<file path="src/rtl/irq_flag_pkg.sv">
package irq_flag_pkg;
   typedef enum logic [1:0] {
      SENSE_LOW  = 2'b00,
      SENSE_FALL = 2'b01,
      SENSE_RISE = 2'b10,
      SENSE_BOTH = 2'b11
   } sense_e;
endpackage

</file>
<file path="src/rtl/irq_sync.sv">
module irq_sync #(
   parameter int W         = 8,
   parameter int STAGES    = 2,
   parameter bit RESET_VAL = 1'b1
) (
   input  logic         clk,
   input  logic         rst_n,
   input  logic [W-1:0] d,
   output logic [W-1:0] q
);
   logic [W-1:0] chain [STAGES];

   always_ff @(posedge clk or negedge rst_n) begin
      if (!rst_n) chain[0] <= {W{RESET_VAL}};
      else        chain[0] <= d;
   end

   for (genvar s = 1; s < STAGES; s++) begin : g_stage
      always_ff @(posedge clk or negedge rst_n) begin
         if (!rst_n) chain[s] <= {W{RESET_VAL}};
         else        chain[s] <= chain[s-1];
      end
   end

   assign q = chain[STAGES-1];
endmodule

</file>
<file path="src/rtl/irq_edge_det.sv">
module irq_edge_det
   import irq_flag_pkg::*;
#(
   parameter int W = 8
) (
   input  logic           clk,
   input  logic           rst_n,
   input  logic [W-1:0]   pin_s_n,
   input  logic [2*W-1:0] sense_sel,
   output logic [W-1:0]   hit,
   output logic [W-1:0]   edge_mode,
   output logic [W-1:0]   level_act
);
   logic [W-1:0] prev_n;

   always_ff @(posedge clk or negedge rst_n) begin
      if (!rst_n) prev_n <= '1;
      else        prev_n <= pin_s_n;
   end

   for (genvar i = 0; i < W; i++) begin : g_pin
      sense_e sel;
      logic   fell, rose;
      assign sel  = sense_e'(sense_sel[2*i +: 2]);
      assign fell = prev_n[i] & ~pin_s_n[i];
      assign rose = ~prev_n[i] & pin_s_n[i];
      always_comb begin
         unique case (sel)
            SENSE_LOW:  hit[i] = 1'b0;
            SENSE_FALL: hit[i] = fell;
            SENSE_RISE: hit[i] = rose;
            SENSE_BOTH: hit[i] = fell | rose;
            default:    hit[i] = 1'b0;
         endcase
      end
      assign edge_mode[i] = (sel != SENSE_LOW);
      assign level_act[i] = ~pin_s_n[i];
   end
endmodule

</file>
<file path="src/rtl/irq_flag_bank.sv">
module irq_flag_bank #(
   parameter int W = 8
) (
   input  logic         clk,
   input  logic         rst_n,
   input  logic [W-1:0] hit,
   input  logic [W-1:0] edge_mode,
   input  logic [W-1:0] en,
   input  logic [W-1:0] ack,
   input  logic         rd_en,
   input  logic         wr_en,
   input  logic [W-1:0] wr_bits,
   output logic [W-1:0] flag
);
   logic [W-1:0] armed;

   for (genvar i = 0; i < W; i++) begin : g_cell
      logic keep, set_now, sw_clr, clr_now, flag_nx, arm_nx, wr_zero;
      assign keep    = en[i] & edge_mode[i];
      assign set_now = keep & hit[i];
      assign wr_zero = wr_en & ~wr_bits[i];
      assign sw_clr  = wr_zero & armed[i];
      assign clr_now = ack[i] | sw_clr;

      always_comb begin
         if (!keep)        flag_nx = 1'b0;
         else if (set_now) flag_nx = 1'b1;
         else if (clr_now) flag_nx = 1'b0;
         else              flag_nx = flag[i];

         if (!flag_nx)                arm_nx = 1'b0;
         else if (wr_zero)            arm_nx = 1'b0;
         else if (rd_en && flag[i])   arm_nx = 1'b1;
         else                         arm_nx = armed[i];
      end

      always_ff @(posedge clk or negedge rst_n) begin
         if (!rst_n) begin
            flag[i]  <= 1'b0;
            armed[i] <= 1'b0;
         end else begin
            flag[i]  <= flag_nx;
            armed[i] <= arm_nx;
         end
      end
   end
endmodule

</file>
<file path="src/rtl/irq_flag_reg.sv">
module irq_flag_reg #(
   parameter int NUM_PINS    = 8,
   parameter int REG_W       = 16,
   parameter int SYNC_STAGES = 2
) (
   input  logic                  clk,
   input  logic                  rst_n,
   input  logic [NUM_PINS-1:0]   irq_pin_n,
   input  logic [2*NUM_PINS-1:0] sense_sel,
   input  logic [NUM_PINS-1:0]   pin_en,
   input  logic [NUM_PINS-1:0]   ack,
   input  logic                  rd_en,
   input  logic                  wr_en,
   input  logic [REG_W-1:0]      wr_data,
   output logic [REG_W-1:0]      rd_data,
   output logic                  irq_req
);
   localparam int PAD_W = REG_W - NUM_PINS;

   if (NUM_PINS < 1 || NUM_PINS > REG_W) begin : g_bad_w
      $error("NUM_PINS must be between 1 and REG_W");
   end
   if (SYNC_STAGES < 2) begin : g_bad_s
      $error("SYNC_STAGES must be at least 2");
   end

   logic [NUM_PINS-1:0] pin_s_n, hit, edge_mode, level_act, flag, visible;

   irq_sync #(.W(NUM_PINS), .STAGES(SYNC_STAGES), .RESET_VAL(1'b1)) u_sync (
      .clk(clk), .rst_n(rst_n), .d(irq_pin_n), .q(pin_s_n)
   );

   irq_edge_det #(.W(NUM_PINS)) u_edge (
      .clk(clk), .rst_n(rst_n), .pin_s_n(pin_s_n), .sense_sel(sense_sel),
      .hit(hit), .edge_mode(edge_mode), .level_act(level_act)
   );

   irq_flag_bank #(.W(NUM_PINS)) u_bank (
      .clk(clk), .rst_n(rst_n), .hit(hit), .edge_mode(edge_mode),
      .en(pin_en), .ack(ack), .rd_en(rd_en), .wr_en(wr_en),
      .wr_bits(wr_data[NUM_PINS-1:0]), .flag(flag)
   );

   assign visible = pin_en & ((edge_mode & flag) | (~edge_mode & level_act));
   assign irq_req = |visible;

   if (PAD_W > 0) begin : g_pad
      logic unused_hi;
      assign unused_hi = ^wr_data[REG_W-1:NUM_PINS];
      assign rd_data   = {{PAD_W{1'b0}}, visible};
   end else begin : g_nopad
      assign rd_data = visible;
   end
endmodule

</file>
<file path="config.mk">
export PLATFORM = sky130hd
export DESIGN_NAME = irq_flag_reg
export DESIGN_NICKNAME = d
export VERILOG_FILES = /design/src/rtl/irq_flag_pkg.sv /design/src/rtl/irq_sync.sv /design/src/rtl/irq_edge_det.sv /design/src/rtl/irq_flag_bank.sv /design/src/rtl/irq_flag_reg.sv
export SDC_FILE = /design/constraint.sdc
export NUM_CORES = 1
export LEC_CHECK = 0
export CAP_MARGIN = 20
export CORE_ASPECT_RATIO = 1.1
export CORE_MARGIN = 2
export CORE_UTILIZATION = 42
export CTS_CLUSTER_SIZE = 10
export DETAILED_ROUTE_END_ITERATION = 10
export HOLD_SLACK_MARGIN = 0.1
export PLACE_DENSITY = 0.83
export SLEW_MARGIN = 10
export SYNTH_ARGS = -nofsm -noshare
export SYNTH_HDL_FRONTEND = slang
export SYNTH_HIERARCHICAL = 1
export SYNTH_SLANG_ARGS = --single-unit
</file>
<file path="constraint.sdc">
create_clock -name clk -period 1.65 [get_ports clk]
set_clock_uncertainty 0.15 [all_clocks]
set_input_delay 0.165 -clock clk [delete_from_list [all_inputs] [get_ports clk]]
set_output_delay 0.165 -clock clk [all_outputs]
set_load 0.01 [all_outputs]
</file>
Word level (Yosys, flattened, before mapping)
Cells that the tools add are included.
{"block": "word_totals", "register_bits": 40, "inputBits": 60, "out_inout_bits": 17, "elab_cells": 225}
{"block": "op_classes", "n_eq_ne": 32, "muxes": 56, "bitwise": 93, "n_reduce_logical": 25}
{"op": "1-bit AND", "n": 48}
{"op": "1-bit two-way mux", "n": 48}
{"op": "2-bit equality test, second input constant", "n": 16}
{"op": "1-bit one-hot mux with 4 select lines", "n": 8}
{"op": "8-bit AND", "n": 3}
{"op": "3-bit inequality test, second input constant", "n": 8}
{"op": "1-bit NOT", "n": 24}
{"op": "2-bit by 1-bit equality test with 1-bit output, second input constant", "n": 8}
{"op": "2-bit logical NOT", "n": 8}
{"op": "1-bit OR", "n": 16}
{"op": "2-bit nonzero test", "n": 8}
{"op": "1-bit logical AND", "n": 8}
{"op": "8-bit NOT", "n": 1}
{"op": "8-bit OR", "n": 1}
{"op": "8-bit OR reduction", "n": 1}

Longest topological paths before layout
{"block": "logic_depth", "word_depth": 8, "mapped_depth": 8, "mapped_depth_nobuf": 7}

By module
The synthesis kept the hierarchy.
{"mod": "irq_flag_bank", "n_inst": 1, "cells_per_inst": 81, "area_per_inst_um2": 1006.0, "seq_area_each_um2": 400.4}
{"mod": "irq_edge_det", "n_inst": 1, "cells_per_inst": 84, "area_per_inst_um2": 705.7, "seq_area_each_um2": 210.2}
{"mod": "irq_sync", "n_inst": 1, "cells_per_inst": 24, "area_per_inst_um2": 480.5, "seq_area_each_um2": 420.4}
{"mod": "irq_flag_reg", "n_inst": 1, "cells_per_inst": 38, "area_per_inst_um2": 236.5, "seq_area_each_um2": 0.0}

Worst setup path after synthesis
No wires, ideal clock.
{"block": "synth_path", "kind": "register to register", "from": "register u_sync.chain (netlist bit u_sync/q[0])", "to": "register u_bank.armed[0]", "arrival_ns": 1.513, "slack_ns": -0.119, "path_stages_with_launch": 9, "path_cell_list": "dfstp_2 -> buf_4 -> inv_1 -> ha_1 -> nor2b_1 -> o21ai_1 -> o21ai_1 -> inv_1 -> a2111oi_4"}
{"block": "synth_between", "elab_chain_cells": 8}
{"element": "start: declaration", "line_no": "irq_sync.sv:11", "source": "logic [W-1:0] chain [STAGES];"}
{"element": "start signal: indexed assignment", "line_no": "irq_sync.sv:20", "source": "if (!rst_n) chain[s] <= {W{RESET_VAL}};"}
{"element": "start signal: indexed assignment", "line_no": "irq_sync.sv:21", "source": "else chain[s] <= chain[s-1];"}
{"element": "1-bit NOT (*)"}
{"element": "net level_act[0]", "line_no": "irq_flag_reg.sv:27", "source": "logic [NUM_PINS-1:0] pin_s_n, hit, edge_mode, level_act, flag, visible;"}
{"element": "1-bit AND (*)", "line_no": "irq_edge_det.sv:25", "source": "assign fell = prev_n[i] & ~pin_s_n[i];"}
{"element": "1-bit OR", "line_no": "irq_edge_det.sv:32", "source": "SENSE_BOTH: hit[i] = fell | rose;"}
{"element": "1-bit one-hot mux with 4 select lines (*)", "line_no": "irq_edge_det.sv:28", "source": "unique case (sel)"}
{"element": "net hit[0]", "line_no": "irq_flag_reg.sv:27"}
{"element": "1-bit AND (*)", "line_no": "irq_flag_bank.sv:20", "source": "assign set_now = keep & hit[i];"}
{"element": "1-bit two-way mux (*)", "line_no": "irq_flag_bank.sv:27", "source": "else if (set_now) flag_nx = 1'b1;"}
{"element": "1-bit two-way mux (*)", "line_no": "irq_flag_bank.sv:26", "source": "if (!keep) flag_nx = 1'b0;"}
{"element": "3-bit inequality test (no source line) or 1-bit two-way mux (tied branches)"}
{"element": "end signal: indexed assignment", "line_no": "irq_flag_bank.sv:43", "source": "armed[i] <= arm_nx;"}
{"element": "end: declaration", "line_no": "irq_flag_bank.sv:15", "source": "logic [W-1:0] armed;"}
The timed path passes the listed nets; every way through them passes the cells marked *.
A chain may end at the register's enable or synchronous reset.

Worst setup path after layout
{"block": "layout_path", "from": "register u_sync.chain (netlist bit u_sync/q[3])", "to": "output irq_req"}
{"block": "layout_between", "elab_chain_cells": 5}
{"element": "1-bit NOT", "line_no": "irq_edge_det.sv:37", "source": "assign level_act[i] = ~pin_s_n[i];"}
{"element": "net level_act[3]", "line_no": "irq_flag_reg.sv:27"}
{"element": "8-bit AND", "line_no": "irq_flag_reg.sv:44", "source": "assign visible = pin_en & ((edge_mode & flag) | (~edge_mode & level_act));"}
{"element": "8-bit OR", "line_no": "irq_flag_reg.sv:44"}
{"element": "8-bit AND", "line_no": "irq_flag_reg.sv:44"}
{"element": "8-bit OR reduction", "line_no": "irq_flag_reg.sv:45", "source": "assign irq_req = |visible;"}
{"element": "end: declaration", "line_no": "irq_flag_reg.sv:16", "source": "output logic irq_req"}
The timed path passes the listed nets, and every way through them passes these cells.

==> summary.md <==
| Metric | Value |
|---|---|
| Status | finished with violations |
| Violated checks | negative setup slack |
| Period Utilization, post-route | 130% |
| Final Core Density | just under 70% |
| DRC | 0 |
| Rows | 29 |
| Maxcap violations | 0 |
| Worst hold slack | around 0.13 ns |
| Minimum clock period | 2.14 ns |
| Startpoint types | flop |
| Finished layout cell area | ~4000 um^2 |
| Synth top area share | roughly a quarter |
| Setup ws final | -0.489 ns |
| # clock sinks | 40 |
| I/O pin count | 77 |
| Synth cell types | 22 |
| Post-DP HPWL | ~4 mm |
| DR vias | slightly below 2,000 |
| Initial DRC Count | between 70 and 80 |
| Final std cells w/o fill | around 420 |
| Final slew viol count | 0 |
| Vias in the first global route | roughly 2,000 |
| Die width | ~77 um |
| Initial antenna violation count | 0 |
| RSZ-0062 raised after global routing | yes |
| Setup Crit Path Kind | reg -> out |
| Fin nets | between 400 and 500 |
| HP Class | in -> reg |
| Commonest cells after routing, fill and taps aside | clkdlybuf4s50_1, buf_4, dfstp_2 |
| Share of the yosys chip area belonging to registers | 42.5% |
| Placed Area | between 3000 and 4000 um^2 |
| # placed instances | between 300 and 400 |
| Crit Path Max Fanout | 2 |
| Yosys Warn Count | 6 |
| Cell area power density | 617 nW/um^2 |
| First-pass GRT wire length | between 8 and 9 mm |
| Starting density of the core | between 40% and 50% |
| 1st-pass router iterations | 4 |
| Clk_lat worst skew | between 0.2 and 0.3 ns |
| Pin count of the biggest net entering global routing | 33 |
| Register bit total from synthesis | 40 |
| VDD IR-drop max | between 0.0005 and 0.0006 V |
| Commonest non-fill, non-tap cell in the layout | clkdlybuf4s50_1 |
| Clock transition at the registers of the reported paths | 0.07 ns |
| Avg Inst Size Synth | between 10 and 15 um^2 |
| CTS Buf Count | 5 |
| Area delta synth->final | 60.4% |
| TNS Setup | -3.15 ns |
| Clock Tree Buf Depth | 2 |
| H-tree levels | 2 |
| GR Overflow Total | 0 |
| CTS tree | yes |
| Crit path required time | 1.33 ns |
| Final ANT Viol Nets | 0 |
| Die Height | between 80 and 90 um |
| CTS Root Cell | clkbuf_8 |
| Synthesized instance count | approximately 230 |
| FMAX | roughly 0.47 GHz |
| Syn Std Cell Area | around 2400 um^2 |
| N_diodes | 0 |
| Area leader, netlist | dfstp_2 |
| GP Congestion | between 0.7 and 0.8 |
| Wirelength, routed | between 5 and 6 mm |
| Final hold violation count | 0 |
| CP endpoint kind | output port |
| Worst EP arrival | 1.82 ns |
| Proportion of layout cells with a drive suffix above 1 | 50.3% |
| Global Route Usage Sum | between 10% and 20% |
| DIE AREA | around 6400 um^2 |
| Wire per inst | around 13 um |
| Pleak | around 1.7 nW |
| Vias/cell | 4.73 |
| Core Area | 5660 um^2 |
| Area contributors post-synth | dfstp_2, dfrtp_1, a2111oi_4 |
| Port bufs | 60 |
| Setup violators final | 20 |
-- power breakdown --
group	switching, W	leakage (nW)	internal [W]	total [W]
Clock	0.000310	0.0455	0.000341	0.000651
Combinational	0.000291	1.20	0.000375	0.000665
Sequential	0.0000384	0.472	0.00105	0.00109
-- sequential cells by signal, indices dropped and copies added (netlist names) --
register	flops
u_edge/prev_n	8
u_sync/chain	8
u_bank/armed	8
u_sync/q	8
u_bank/flag	8
-- critical path, cell delays in order (launching register included) --
cell     delay [ns]
dfstp_2        0.56
inv_4          0.04
mux2i_4        0.15
o22ai_2        0.10
or4_4          0.55
buf_6          0.14
-- repair_timing --
item                                    4_1_cts  5_1_grt
gates resized for setup                      73       47
buffers inserted                              8        3
hold buffers                                  1        0
pin swaps                                    17        9
endpoints found under the setup margin       25       24
hold endpoints to repair                     40        0
-- per-stage QoR --
step	setup WS, ns	power (W)
3_5_place_dp	-0.961	0.00165
3_3_place_gp	-0.938	0.00163
6_report	-0.489	0.00240
4_1_cts	-0.539	0.00237
2_1_floorplan	-0.0776	0.00136
5_1_grt	-0.548	0.00253
-- cell families after synthesis --
logic type,after synthesis,share of synthesized area (%)
compound gates,44,18.3
buf+inv,49,10.1
fa+ha+maj,16,8.24
mux,8,3.30
flops,40,42.5
simple gates,69,17.4
other cells,1,0.154
-- final timing paths --
| path | startpoint | end | slack, ns | depth (start not counted) |
|---|---|---|---|---|
| hold reg to reg | u_sync/chain[11] | u_sync/q[3] | 0.21 | 0 |
| setup / recovery | u_sync/q[3] | irq_req | -0.49 | 5 |
| min in group asynchronous | rst_n | u_sync/chain[13] | 0.33 | 2 |
| max in group asynchronous | rst_n | u_sync/q[1] | 0.75 | 3 |
| hold / removal | irq_pin_n[7] | u_sync/chain[15] | 0.13 | 1 |
| setup reg to reg | u_sync/q[4] | u_bank/armed[4] | -0.27 | 9 |
-- cell type report --
| cell class | count | area [um^2] |
|---|---|---|
| sequential | 40 | 1030 |
| tap | 77 | 96.3 |
| inverter | 32 | 140 |
| timing repair buffer | 113 | 1040 |
| fill | 457 | 1760 |
| multi-input combinational | 145 | 1500 |
| clock buffer | 8 | 90.1 |
-- cell usage after synthesis --
library cell and instances:
a2111oi_4 8, a21oi_1 8, a221oi_1 8, buf_2 1, buf_4 16, conb_1 1
dfrtp_1 16, dfstp_2 24, ha_1 16, inv_1 32, mux2i_1 8, nand2_1 20
nand2b_1 8, nor2_1 8, nor2b_1 16, nor2b_4 8, o211ai_1 4, o21ai_0 4
o21ai_1 8, o22ai_1 4, or2_2 8, or4_1 1
-- metal layers --
| layer | vias to the layer above | share of wire, % | track usage [%] |
|---|---|---|---|
| met1 | 940 | 38 | 18.6 |
| li1 | 959 | - | - |
| met5 | - | 0 | 0 |
| met4 | 0 | 0.88 | 4.79 |
| met2 | 54 | 57 | 32.6 |
| met3 | 8 | 4.2 | 5.19 |
Power figures use the tool's default switching activity.
